`src/rtl/gbx_pkg.sv`:
```
package gbx_pkg;

    // Default geometry of the gearbox
    localparam int GB_HDR_W  = 2;
    localparam int GB_PAY_W  = 64;
    localparam int GB_WORD_W = 16;

    // Legal sync header values: each carries a transition
    typedef enum logic [1:0] {
        GB_HDR_DATA = 2'b01,
        GB_HDR_CTRL = 2'b10
    } gb_hdr_e;

    // Per-cycle decision of the residue buffer
    typedef struct packed {
        logic take;    // a word leaves the buffer on this edge
        logic accept;  // a block enters the buffer on this edge
    } gb_step_t;

    // A header is legal when exactly one of its bits is set
    function automatic logic gb_hdr_legal(input logic [GB_HDR_W-1:0] h);
        return $onehot(h);
    endfunction

endpackage

```
`src/rtl/gbx_residue.sv`:
```
module gbx_residue
    import gbx_pkg::*;
#(
    parameter int BLK_W  = GB_HDR_W + GB_PAY_W,
    parameter int WORD_W = GB_WORD_W
) (
    input  logic              clk,
    input  logic              rst,
    input  logic              in_valid,
    input  logic [BLK_W-1:0]  in_bits,
    output logic              in_ready,
    output logic              take,
    output logic              accept,
    output logic [WORD_W-1:0] head
);

    localparam int BUF_W = BLK_W + WORD_W - 1;
    localparam int CNT_W = $clog2(BUF_W + 1);

    logic [BUF_W-1:0] bits_q, bits_d, shifted, incoming;
    logic [CNT_W-1:0] cnt_q, cnt_d, rem;
    gb_step_t         step;

    always_comb begin
        step.take   = cnt_q >= CNT_W'(WORD_W);
        rem         = step.take ? cnt_q - CNT_W'(WORD_W) : cnt_q;
        in_ready    = rem < CNT_W'(WORD_W);
        step.accept = in_valid && in_ready;
        shifted     = step.take ? (bits_q >> WORD_W) : bits_q;
        incoming    = BUF_W'(in_bits) << rem;
        bits_d      = step.accept ? (shifted | incoming) : shifted;
        cnt_d       = step.accept ? rem + CNT_W'(BLK_W) : rem;
    end

    always_ff @(posedge clk) begin
        if (rst) begin
            bits_q <= '0;
            cnt_q  <= '0;
        end else begin
            bits_q <= bits_d;
            cnt_q  <= cnt_d;
        end
    end

    assign take   = step.take;
    assign accept = step.accept;
    assign head   = bits_q[WORD_W-1:0];

    // the count never exceeds the buffer
    p_cnt_bound_r4: assert property (@(posedge clk) disable iff (rst)
        cnt_q <= CNT_W'(BUF_W));

    // two full words held means no room asked for
    p_full_stalls_r3: assert property (@(posedge clk) disable iff (rst)
        (cnt_q >= CNT_W'(2 * WORD_W)) |-> !in_ready);

    // an empty buffer always asks for a block
    p_empty_asks_r5: assert property (@(posedge clk) disable iff (rst)
        (cnt_q == '0) |-> in_ready);

    // the count moves only by whole words and whole blocks
    p_bits_conserved_r9: assert property (@(posedge clk) disable iff (rst)
        1'b1 |=> (cnt_q == $past(cnt_q)) ||
                 (cnt_q + CNT_W'(WORD_W) == $past(cnt_q)) ||
                 (cnt_q == $past(cnt_q) + CNT_W'(BLK_W)) ||
                 (cnt_q + CNT_W'(WORD_W) == $past(cnt_q) + CNT_W'(BLK_W)));

    // no stale bits above the count
    p_no_stale_bits_r9: assert property (@(posedge clk) disable iff (rst)
        (bits_q >> cnt_q) == '0);

endmodule

```
`src/rtl/gbx_word_reg.sv`:
```
module gbx_word_reg
    import gbx_pkg::*;
#(
    parameter int WORD_W = GB_WORD_W
) (
    input  logic              clk,
    input  logic              rst,
    input  logic              take,
    input  logic [WORD_W-1:0] head,
    output logic              word_valid,
    output logic [WORD_W-1:0] word_data
);

    always_ff @(posedge clk) begin
        if (rst) begin
            word_valid <= 1'b0;
            word_data  <= '0;
        end else begin
            word_valid <= take;
            if (take) begin
                word_data <= head;
            end
        end
    end

    // a stalled output holds its last word
    p_hold_when_idle_r4: assert property (@(posedge clk) disable iff (rst)
        !take |=> $stable(word_data));

endmodule

```
`src/rtl/gbx_hdr_check.sv`:
```
module gbx_hdr_check
    import gbx_pkg::*;
#(
    parameter int HDR_W = GB_HDR_W
) (
    input  logic             clk,
    input  logic             rst,
    input  logic             accept,
    input  logic [HDR_W-1:0] hdr,
    output logic             err
);

    logic bad;

    always_comb bad = accept && !gb_hdr_legal(hdr);

    always_ff @(posedge clk) begin
        if (rst) begin
            err <= 1'b0;
        end else if (bad) begin
            err <= 1'b1;
        end
    end

    // an illegal header that is taken raises the flag
    p_bad_hdr_flags_r7: assert property (@(posedge clk) disable iff (rst)
        (accept && !$onehot(hdr)) |=> err);

    // the flag is sticky
    p_err_sticky_r8: assert property (@(posedge clk) disable iff (rst)
        err |=> err);

    // headers offered while not accepted leave the flag alone
    p_idle_no_flag_r10: assert property (@(posedge clk) disable iff (rst)
        (!accept && !err) |=> !err);

endmodule

```
`src/rtl/gbx_tx_66_16.sv`:
```
module gbx_tx_66_16
    import gbx_pkg::*;
#(
    parameter int HDR_W  = GB_HDR_W,
    parameter int PAY_W  = GB_PAY_W,
    parameter int WORD_W = GB_WORD_W
) (
    input  logic              clk,
    input  logic              rst,
    input  logic              blk_valid,
    output logic              blk_ready,
    input  logic [HDR_W-1:0]  blk_hdr,
    input  logic [PAY_W-1:0]  blk_payload,
    output logic              word_valid,
    output logic [WORD_W-1:0] word_data,
    output logic              hdr_err
);

    localparam int BLK_W = HDR_W + PAY_W;

    logic [BLK_W-1:0]  blk_bits;
    logic [WORD_W-1:0] head;
    logic              take;
    logic              accept;

    // Header occupies the low bits so it leaves first
    assign blk_bits = {blk_payload, blk_hdr};

    gbx_residue #(
        .BLK_W  (BLK_W),
        .WORD_W (WORD_W)
    ) u_residue (
        .clk      (clk),
        .rst      (rst),
        .in_valid (blk_valid),
        .in_bits  (blk_bits),
        .in_ready (blk_ready),
        .take     (take),
        .accept   (accept),
        .head     (head)
    );

    gbx_word_reg #(
        .WORD_W (WORD_W)
    ) u_word (
        .clk        (clk),
        .rst        (rst),
        .take       (take),
        .head       (head),
        .word_valid (word_valid),
        .word_data  (word_data)
    );

    gbx_hdr_check #(
        .HDR_W (HDR_W)
    ) u_hdr (
        .clk    (clk),
        .rst    (rst),
        .accept (accept),
        .hdr    (blk_hdr),
        .err    (hdr_err)
    );

    // Checker state: has any block been taken since reset
    logic seen_blk;
    always_ff @(posedge clk) begin
        if (rst) begin
            seen_blk <= 1'b0;
        end else if (blk_valid && blk_ready) begin
            seen_blk <= 1'b1;
        end
    end

    // silent output until the first block is taken
    p_quiet_before_block_r5: assert property (@(posedge clk) disable iff (rst)
        !seen_blk |-> !word_valid);

    // a taken block produces a word two edges later
    p_accept_yields_word_r4: assert property (@(posedge clk) disable iff (rst)
        (blk_valid && blk_ready) |-> ##2 word_valid);

    // the internal accept matches the port handshake
    p_handshake_r2: assert property (@(posedge clk) disable iff (rst)
        accept == (blk_valid && blk_ready));

endmodule

```
`config.mk`:
```
export PLATFORM = sky130hd
export DESIGN_NAME = gbx_tx_66_16
export DESIGN_NICKNAME = d
export VERILOG_FILES = /design/src/rtl/gbx_pkg.sv /design/src/rtl/gbx_residue.sv /design/src/rtl/gbx_word_reg.sv /design/src/rtl/gbx_hdr_check.sv /design/src/rtl/gbx_tx_66_16.sv
export SDC_FILE = /design/constraint.sdc
export NUM_CORES = 1
export LEC_CHECK = 0
export BUFFER_PORTS_ARGS = -buffer_cell sky130_fd_sc_hd__buf_2
export CORE_UTILIZATION = 55
export CTS_BUF_LIST = sky130_fd_sc_hd__clkbuf_8
export CTS_CLUSTER_DIAMETER = 30
export DETAILED_ROUTE_END_ITERATION = 12
export PLACE_DENSITY = 0.78
export SLEW_MARGIN = 25
export SYNTH_ARGS = -nofsm -noshare
export SYNTH_HDL_FRONTEND = slang
export SYNTH_SLANG_ARGS = --single-unit
```
`constraint.sdc`:
```
create_clock -name clk -period 1.9 [get_ports clk]
set_input_delay 0.19 -clock clk [delete_from_list [all_inputs] [get_ports clk]]
set_output_delay 0.19 -clock clk [all_outputs]
set_load 0.03 [all_outputs]
```
Yosys cells after proc, flatten, opt, wreduce, memory -nomap -nowiden
Index checks and enable logic that the tools add are counted.
{"block": "word_totals", "input_bits": 69, "word_cells": 20, "register_bits": 106, "out_inout_bits": 19}
{"block": "classes", "n_lt_le_gt_ge": 2, "n_eq_ne": 1, "bitwise": 1, "n_shift": 1, "addsub": 3, "muxes": 4, "reduce_logical": 3}
{"operator": "$mux 81", "count": 2}
{"operator": "$or 81x81->81", "count": 1}
{"operator": "$shl 66x7->81", "count": 1}
{"operator": "$mux 7", "count": 2}
{"operator": "$add 7x7->7 const B", "count": 1}
{"operator": "$ge 7x5->1 const B", "count": 1}
{"operator": "$lt 7x5->1 const B", "count": 1}
{"operator": "$sub 7x5->7 const B", "count": 1}
{"operator": "$add 1x1->2", "count": 1}
{"operator": "$eq 2x1->1 const B", "count": 1}
{"operator": "$logic_and 1x1->1", "count": 2}
{"operator": "$logic_not 1->1", "count": 1}

Depth between registers and ports, before layout
Gate-level depths: netlist (run 1).
{"block": "logic_depth", "word_depth": 5, "mapped_depth": 8, "ltp_nobuf": 6}

Modules after synthesis
A second synthesis (run 1) with hierarchy kept.
{"block": "hier_totals", "cells_unflattened": 810, "area_unflattened_um2": 7480.9}
{"module": "gbx_residue", "n_inst": 1, "seq_area_each_um2": 1741.7, "area_per_inst_um2": 6827.8, "cells_per_inst": 751}
{"module": "gbx_word_reg", "n_inst": 1, "seq_area_each_um2": 340.3, "area_per_inst_um2": 608.1, "cells_per_inst": 54}
{"module": "gbx_hdr_check", "n_inst": 1, "seq_area_each_um2": 20.0, "area_per_inst_um2": 45.0, "cells_per_inst": 5}

Worst setup path after synthesis (run 1)
No wires, ideal clock.
{"block": "synth_path", "kind": "flip-flop to flip-flop", "start": "register u_residue.cnt_q[4]", "end": "register u_residue.bits_q[77]", "path_buffers": 1, "setup_ns": 0.117, "path_slack_ns": -0.074, "path_stages_with_launch": 8, "arrival_time_ns": 1.857, "synth_period_minus_slack_ns": 1.974, "required_time_ns": 1.783, "path_cell_list": "dfxtp_1 inv_1 ha_1 and3_1 a22oi_2 clkbuf_1 nor2_1 a32o_1"}
{"block": "synth_between", "elab_chain_len": 5, "word_cells_on_any_way": 9, "classes_between": "1 x add/sub; 2 x order compare; 1 x shift; 3 x mux; 1 x bitwise; 1 x reduce/logical"}
{"item": "from (decl)", "line_no": "gbx_residue.sv:21", "source": "logic [CNT_W-1:0] cnt_q, cnt_d, rem;"}
{"item": "from (signal assigned)", "line_no": "gbx_residue.sv:41", "source": "cnt_q <= cnt_d;"}
{"item": "$sub 7x5->7 / $ge 7x5->1 (equally long branches)", "line_no": "gbx_residue.sv:26, gbx_residue.sv:25"}
{"item": "$mux 7", "line_no": "gbx_residue.sv:26", "source": "rem = step.take ? cnt_q - CNT_W'(WORD_W) : cnt_q;"}
{"item": "$shl 66x7->81 / $lt 7x5->1 (equally long branches)", "line_no": "gbx_residue.sv:30, gbx_residue.sv:27"}
{"item": "$or 81x81->81 / $logic_and 1x1->1 (equally long branches)", "line_no": "gbx_residue.sv:31, gbx_residue.sv:28"}
{"item": "$mux 81 (*)", "line_no": "gbx_residue.sv:31", "source": "bits_d = step.accept ? (shifted | incoming) : shifted;"}
{"item": "to (signal assigned)", "line_no": "gbx_residue.sv:40", "source": "bits_q <= bits_d;"}
{"item": "to (decl)", "line_no": "gbx_residue.sv:20", "source": "logic [BUF_W-1:0] bits_q, bits_d, shifted, incoming;"}
Mark *: on every way between the ends. The rest lies on a longest branch, timed or not.
A chain may end at the register's enable or synchronous reset.

Worst setup path after layout (run 1)
{"block": "layout_path", "start": "register u_residue.cnt_q[4]", "end": "register u_residue.bits_q[2]"}
The elaborated chain is that of the path after synthesis.

==> results of run 1 <==
==> cell usage after synthesis, types with 3 or more instances <==
| cell type | n |
|---|---|
| a21oi_1 | 29 |
| a31o_2 | 4 |
| a31oi_1 | 41 |
| a32oi_1 | 3 |
| and2_1 | 6 |
| buf_1 | 4 |
| buf_2 | 26 |
| buf_4 | 5 |
| buf_6 | 4 |
| clkbuf_1 | 34 |
| dfxtp_1 | 105 |
| ha_1 | 3 |
| inv_1 | 4 |
| mux2_2 | 31 |
| mux2i_1 | 50 |
| mux4_2 | 57 |
| nand2_1 | 151 |
| nand2b_1 | 3 |
| nand3_1 | 20 |
| nand4_1 | 3 |
| nand4b_1 | 4 |
| nor2_1 | 48 |
| nor3_1 | 6 |
| o211ai_1 | 3 |
| o21a_1 | 3 |
| o21ai_0 | 10 |
| o221ai_1 | 21 |
| o32ai_1 | 4 |
| or3_1 | 18 |
| or4_1 | 4 |
| xnor2_1 | 3 |
==> layout make-up <==
type	instances	area [um2]	area share, %
multi-input combinational	553	4480	55.1
timing repair buffer	154	1100	13.5
inverter	5	18.8	0.230
tap	168	210	2.58
sequential	105	2120	26.0
clock buffer	9	124	1.52
clock inverter	7	86.3	1.06
==> power by group through the flow <==
stage | logic, mW | registers (mW) | clock network (mW)
after floorplan | 5.42 | 3.41 | 0
after global placement | 7.73 | 3.48 | 0
after detailed placement | 7.89 | 3.52 | 0
after CTS | 8.21 | 3.44 | 1.49
after global routing | 9.22 | 3.52 | 1.58
final | 8.66 | 3.45 | 1.50
==> critical path: cells and delay by family, from the launching register on <==
kind                     cells  cell delay, ns
buffers and inverters        2            0.22
AND/OR/NAND/NOR              2            0.64
AO/OA/AOI/OAI                2            0.31
flip-flops                   1            0.40
adder cells (fa/ha/maj)      1            0.26
==> what timing repair did <==
action,in CTS,in global routing
pin swaps,0,4
setup buffers,4,3
endpoints found under the setup margin,15,41
resized for setup,14,22
==> per-stage QoR <==
| step | setup TNS (ns) | power [mW] |
|---|---|---|
| final | -0.0138 | 13.6 |
| after global routing | -0.0904 | 14.3 |
| after CTS | 0 | 13.1 |
| after detailed placement | -0.0849 | 11.4 |
| after global placement | 0 | 11.2 |
| after floorplan | 0 | 8.82 |
==> flip-flops by register name, indices dropped and copies added, names as in the netlist <==
name / count
u_word.word_valid: 1
u_residue.bits_q: 81
u_word.word_data: 16
u_residue.cnt_q: 6
u_hdr.err: 1
==> routing by layer <==
metal,vias up,global-route usage [%],wire length [um]
met5,-,0,0
met4,0,14.8,631
met3,67,9.14,2480
met2,471,52.7,9960
met1,3143,44.7,8390
li1,2925,-,-
==> worst max-delay path by stage <==
stage	end	depth (start not counted)
floorplan	u_residue.bits_q[42]	8
global placement	u_residue.bits_q[30]	5
detailed placement	u_residue.bits_q[22]	5
CTS	u_residue.bits_q[75]	5
global route	u_residue.bits_q[2]	7
finish	u_residue.bits_q[2]	7
==> cells by family (layout without fill, tap and decap cells) <==
| logic type | Yosys count | count (layout) | share of synthesized area (%) |
|---|---|---|---|
| buffers and inverters | 78 | 175 | 5.47 |
| XOR/XNOR | 4 | 4 | 0.513 |
| AND/OR/NAND/NOR | 272 | 272 | 17.7 |
| flip-flops | 105 | 105 | 30.8 |
| adder cells (fa/ha/maj) | 3 | 3 | 0.549 |
| multiplexers | 138 | 138 | 31.2 |
| AO/OA/AOI/OAI | 136 | 136 | 13.8 |
==> flow_summary.toml, run 1 <==
[sta]
grt_setup_unrepaired = "yes"
whs_ns = 0.139
drv_slew = 0
slew_headroom_pct = 67.5
hold_viol_final = 0
setup_slack_ns = -0.0138
timing.fmax_ghz = 0.523
skew_ns = 0.0109
tightestPinTransition_ns = 0.488
setup_viol = 1
timing.final.crit_share_pct = 101
fin_crit_ns = 1.91

[logic_synthesis]
ys_types = 55
synth_edf_count = 0
ys.flop_type = "dfxtp_1"
ys_seq_elements = 105
yosysTopAreaCell = "dfxtp_1"
synth_cells = 736
syn_area_mm2 = 0.00683
synth_top_area_share_pct = 30.8
yosysWarnings = 0
synth_nets = 808
synth.avg_cell_area_um2 = 9.28
async_flop_share_pct = 0
ys_seq_area_share_pct = 30.8
synth_area_leaders = "dfxtp_1 31%, mux4_2 19%, nand2_1 8.3%"

[place]
dp_slack_ns = -0.0381
gp_congestion = 0.981
placed_area_mm2 = 0.00772
place_inst = 978
dp_hpwl_um = 15700
port-buffer-count = 87

[drt]
vias_per_cell = 6.60
dr.pass1.iters = 6
drtAntennaViolNets = 0
drc_errors = 0
drt_iter0_drc = 721
vias = 6606
wirelength_um = 21500
wl_per_cell_um = 21.4

[worst_setup_path]
timing.reg2reg.setup_slack_ns = -0.01
reg2reg_to = "u_residue.bits_q[2]"
r2r-start = "u_residue.cnt_q[4]"
arrival_ns = 2.23
end_kind = "flop"
cp_cell_sequence = "inv_2 > ha_4 > and3_4 > a22oi_2 > buf_4 > or4_1 > a31oi_1"
start_kind = "flop"
slowest_stage = "or4_1"
crit_fanout = 6
reg2reg_depth = 7
max_stage_delay_ns = 0.46
crit_path_start = "u_residue.cnt_q[4]"
required_ns = 2.21
worstSetupPathType = "reg2reg"

[final_layout]
diodes = 0
drive_gt1_share_pct = 35.9
final_util_pct = 67.5
fin_cells = 1001
n_fill_cell = 915
final_area_mm2 = 0.00814
layout_common_cells = "150 x nand2_1, 99 x dfxtp_1, 86 x buf_2, 57 x mux4_2, 53 x buf_4"
syn2layout_area_growth_pct = 19.2
layout_commonest_cell = "nand2_1"
fin_nets = 900

[die]
io-pin-count = 88
rows = 40
die-height_um = 113
dieArea_mm2 = 0.0129
fp.dieW_um = 113
core_mm2 = 0.0121
start_util_pct = 56.6

[job]
cap_viol_max_count = 0

[min_path]
whs_endpoint = "u_residue.bits_q[79]"
hold_path.class = "in2reg"
whs_path_depth = 3
hold_start = "blk_payload[63]"

[clock_network]
cts_inserted_buffers = 9
clock_latency_ns = 0.39
hold_buffers = 0
cts-root-buf = "clkbuf_8"
cts_num_sinks = 105
clk_path_buf_depth = 2
clk_pin_slew_ns = 0.11
htree_levels = 3
cts_tree = "built"

[global_routing]
grt_pass1_wl_um = 33500
grt_max_degree = 57
grt_overflow = 0
antenna_found_initial = 1
grt_pass1_vias = 6316
grtUsageTotal_pct = 34.0

[status]
violations = "setup timing"
status = "finished, violations left"

[pwr]
switching_power_mw = 6.11
power.density_mw_per_mm2 = 1670
comb_power_share_pct = 63.6
switching_share_pct = 44.9
intPower_mw = 7.50
p_leak_nw = 3.05
vdd_drop_max_v = 0.000964
seqPwrFrac_pct = 25.4
p_clk_share_pct = 11.0
Power figures use the tool's default switching activity.
==> run 2: changes to the inputs <==
Settings changed: CORE_MARGIN set to 2.
==> run 2 against run 1 <==
  * Count of clock-buffer cells in the layout unchanged
  * The run now ends clean
  * Flip-flop and latch count unchanged
  * Highest routed layer unchanged
  * Clock skew increased by 0.0015 ns
  * Power increased by 0.88%
  * Final cell count increased by 0.40%
  * Worst hold slack improved by 0.020 ns
  * Non-clock buffer count increased by 4
==> flow_summary.toml, run 2 (synthesized netlist as in run 1, its figures left out) <==
[final_layout]
final_util_pct = 67.7
diodes = 0
largest_reg_flops = 81
layout_common_cells = "151 x nand2_1, 99 x dfxtp_1, 87 x buf_2, 57 x mux4_2, 48 x nor2_1"
top_regs = "u_residue.bits_q: 81 flops, u_word.word_data: 16 flops, u_residue.cnt_q: 6 flops"
drive_gt1_share_pct = 35.0
syn2layout_area_growth_pct = 19.6
layout_commonest_cell = "nand2_1"
regMostFlops = "u_residue.bits_q"
fin_nets = 904

[die]
core_mm2 = 0.0121
die-height_um = 115
dieArea_mm2 = 0.0133
io-pin-count = 88
fp.dieW_um = 115
rows = 40
start_util_pct = 56.6

[drt]
drtAntennaViolNets = 0
wirelength_um = 21800
drt_iter0_drc = 912
vias = 6783
dr.pass1.iters = 6
drc_errors = 0
vias_per_cell = 6.75
wl_per_cell_um = 21.6

[sta]
setup_viol = 0
timing.final.crit_share_pct = 98.7
timing.fmax_ghz = 0.533
hold_viol_final = 0
grt_setup_unrepaired = "yes"
whs_ns = 0.159
tns_ns = 0
fin_crit_ns = 1.88
slew_headroom_pct = 62.0
setup_slack_ns = 0.0240
tightestPinTransition_ns = 0.569
skew_ns = 0.0125
drv_slew = 0

[job]
cap_viol_max_count = 0

[clock_network]
htree_levels = 3
clk_pin_slew_ns = 0.11
cts_tree = "built"
cts_inserted_buffers = 9
hold_buffers = 0
cts_num_sinks = 105
cts-root-buf = "clkbuf_8"
clk_path_buf_depth = 2
clock_latency_ns = 0.38

[pwr]
vdd_drop_max_v = 0.000844
power.density_mw_per_mm2 = 1680
power_mw = 13.7
p_leak_nw = 3.08

[global_routing]
grt_overflow = 0
antenna_found_initial = 0
grt_pass1_vias = 6217
grtUsageTotal_pct = 32.2
grt_pass1_wl_um = 33300
grt_max_degree = 62

[status]
status = "completed"

[worst_setup_path]
max_stage_delay_ns = 0.43
arrival_ns = 2.14
crit_fanout = 15
required_ns = 2.16
end_kind = "flop"
start_kind = "flop"
slowest_stage = "o21bai_4"
timing.critical_path.mode_cell = "buf_4"
cp_cell_sequence = "buf_4 > o21bai_4 > buf_4 > mux2i_1 > mux2_2 > o32ai_1"
worstSetupPathType = "reg2reg"

[place]
dp_slack_ns = -0.0632
dp_hpwl_um = 15400
port-buffer-count = 87
gp_congestion = 0.950

[min_path]
hold_path.class = "in2reg"
run 2: cell count changes in the layout (fill, tap and decap cells not counted), moves of 3 or more:
cell,previous run,this run
inv_1,2,6
buf_4,53,45
o221ai_2,4,1
buf_6,2,12
o221ai_1,17,20
run 2: path summary, 6_finish.rpt:
| kind | startpoint | endpoint | slack [ns] | cells past startpoint |
|---|---|---|---|---|
| min | blk_payload[62] | u_residue.bits_q[78] | 0.16 | 3 |
| max reg2reg | u_residue.cnt_q[5] | u_residue.bits_q[43] | 0.02 | 6 |
| min reg2reg | u_word.word_data[3] | u_word.word_data[3] | 0.45 | 2 |
| max | u_residue.cnt_q[5] | u_residue.bits_q[43] | 0.02 | 6 |
run 2: power breakdown:
group	total, mW	switching [mW]	internal, mW
logic	8.93	4.87	4.07
registers	3.39	0.473	2.92
clock network	1.41	0.798	0.610
run 2: final cells by class:
type | instances | area (um2)
Clock buffer | 9 | 124
Clock inverter | 7 | 71.3
Multi-Input combinational cell | 553 | 4440
Timing Repair Buffer | 158 | 1190
Fill cell | 932 | 3890
Sequential cell | 105 | 2120
Tap cell | 168 | 210
Inverter | 5 | 18.8
run 2: per-stage QoR:
step | cell area, um2 | std cells
finish | 8170 | 1005
floorplan | 6840 | 736
global route | 8170 | 1005
global placement | 7710 | 975
CTS | 7950 | 994
detailed placement | 7710 | 975
run 2: critical path: cells and delay by family, from the launching register on:
| family | cells | cell delay, ns |
|---|---|---|
| buffers and inverters | 2 | 0.44 |
| flip-flops | 1 | 0.38 |
| AO/OA/AOI/OAI | 2 | 0.49 |
| multiplexers | 2 | 0.45 |
run 2: repair_timing:
action                     4_1_cts  5_1_grt
pin swaps                        1        4
setup endpoints to repair       33       60
buffers inserted                 3        9
gates cloned                     0        2
gates resized for setup          5       27
run 2: metal layers:
layer,vias up,global-route usage [%],share of wire (%),routed length (um)
met5,-,0,0,0
met4,0,9.88,3.2,705
met3,73,5.96,11,2440
met2,533,51.4,46,10100
met1,3234,44.7,39,8550
li1,2943,-,-,-
==> run 3: changes to the inputs <==
Settings changed: PLACE_DENSITY 0.78 to 0.75.
Clock period 1.9 ns to 2.23 ns, I/O delays scaled along.
==> run 3 against run 2 <==
  * Sequential share of layout area is 1.9 points higher
  * First-iteration DRC count is 31% lower
  * Clock power fell by 20%
  * Count of clock-buffer cells in the layout stayed put
  * Global-route usage fell by 1.4 points
  * Critical path depth is 2 lower
  * Utilization shrank 4.7 points
  * Clock skew rose by 0.0041 ns
  * Critical endpoint is now blk_ready
  * Via count is 6.7% lower
  * Die area stayed put
  * Flip-flop and latch count did not move
==> flow_summary.toml, run 3 (synthesized netlist as in run 1, its figures left out) <==
[status]
status = "completed"

[job]
cap_viol_max_count = 0

[worst_setup_path]
start_kind = "flop"
arrival_ns = 1.91
required_ns = 2.01
crit_path_start = "u_residue.cnt_q[6]"
crit_fanout = 41
r2r-start = "u_residue.cnt_q[1]"
worstSetupPathType = "reg2out"
end_kind = "output port"

[sta]
slew_headroom_pct = 51.5
grt_setup_unrepaired = "no"
skew_ns = 0.0165
hold_viol_final = 0
tightestPinTransition_ns = 0.725
timing.final.crit_share_pct = 95.7
whs_ns = 0.172
setup_viol = 0
tns_ns = 0
drv_slew = 0
fin_crit_ns = 2.13
timing.fmax_ghz = 0.469

[clock_network]
cts_tree = "built"
post-cts-setup-buffers = 0
clock_latency_ns = 0.39
cts_inserted_buffers = 9
cts_num_sinks = 105
clk_path_buf_depth = 2
clk_pin_slew_ns = 0.10
cts-root-buf = "clkbuf_8"
htree_levels = 3

[die]
start_util_pct = 56.6
fp.dieW_um = 115
io-pin-count = 88
core_mm2 = 0.0121
die-height_um = 115
dieArea_mm2 = 0.0133
rows = 40

[final_layout]
final_area_mm2 = 0.00760
n_fill_cell = 994
final_util_pct = 63.0
layout_commonest_cell = "nand2_1"
layout_common_cells = "151 x nand2_1, 99 x dfxtp_1, 86 x buf_2, 57 x mux4_2, 50 x mux2i_1"
largest_reg_flops = 81
diodes = 0
regMostFlops = "u_residue.bits_q"
top_regs = "u_residue.bits_q: 81 flops, u_word.word_data: 16 flops, u_residue.cnt_q: 6 flops"
syn2layout_area_growth_pct = 11.2
fin_nets = 862
drive_gt1_share_pct = 30.1

[global_routing]
grt_busiest_layer = "met2"
grtUsageTotal_pct = 30.8
grt_max_degree = 94
grt_overflow = 0
grtUsageMet2_pct = 47.8
antenna_found_initial = 0
grt_pass1_vias = 5982
grt_util_met3_pct = 6.80
grt_pass1_wl_um = 31700
met1_usage_pct = 43.0

[drt]
dr.pass1.iters = 5
wirelength_um = 20000
wl_per_cell_um = 20.7
vias_per_cell = 6.57
drtAntennaViolNets = 0
vias = 6328
drt_iter0_drc = 625
drc_errors = 0

[pwr]
power_mw = 10.4
power.density_mw_per_mm2 = 1370
vdd_drop_max_v = 0.000819
p_leak_nw = 2.81

[place]
port-buffer-count = 87
dp_hpwl_um = 14600
gp_congestion = 0.956
placed_area_mm2 = 0.00741

[min_path]
hold_start = "blk_payload[63]"
hold_path.class = "in2reg"
[run 3: changes by cell type in the layout (fill, tap and decap cells not counted), moves of 2 or more]
cell / previous run / this run
buf_6: 12 / 1
buf_12: 12 / 4
clkinv_4: 2 / 0
buf_4: 45 / 25
mux2i_1: 44 / 50
mux2i_2: 6 / 0
[run 3: path summary, 6_finish.rpt]
check | to | slack, ns | cells past startpoint
min | u_residue.bits_q[79] | 0.17 | 3
max reg2reg | u_residue.bits_q[43] | 0.14 | 5
max | blk_ready | 0.1 | 4
min reg2reg | u_word.word_data[12] | 0.46 | 2
[run 3: area by class of cell]
type,count,area (um2),area share (%)
sequential,105,2110,27.8
multi-input combinational,553,4370,57.5
clock buffer,9,124,1.63
tap,168,210,2.77
inverter,5,18.8,0.247
timing repair buffer,116,709,9.33
clock inverter,7,52.6,0.691
[run 3: routing by layer]
metal	share of wire [%]	up-vias
li1	-	2848
met4	2.4	0
met1	41	3040
met2	46	398
met5	0	-
met3	11	42
[run 3: timing repair]
action,in CTS,in global routing
resized for setup,1,5
gates cloned,0,0
setup endpoints to repair,1,22
hold buffers,0,0
[run 3: where the power goes]
group | leakage [nW] | switching (mW) | internal (mW)
registers | 0.862 | 0.537 | 2.49
logic | 1.85 | 3.62 | 2.65
clock network | 0.0894 | 0.709 | 0.416
[run 3: stage by stage]
stage | setup WS (ns) | cells
after detailed placement | 0.0699 | 947
final | 0.0964 | 963
after global placement | 0.187 | 947
after global routing | 0.00706 | 963
after CTS | 0.0168 | 963
after floorplan | 0.256 | 736
[run 3: critical path, stage by stage, from the launching register on]
cell	delay [ns]
dfxtp_2	0.39
or3_2	0.52
buf_6	0.25
o21ai_0	0.15
buf_4	0.21
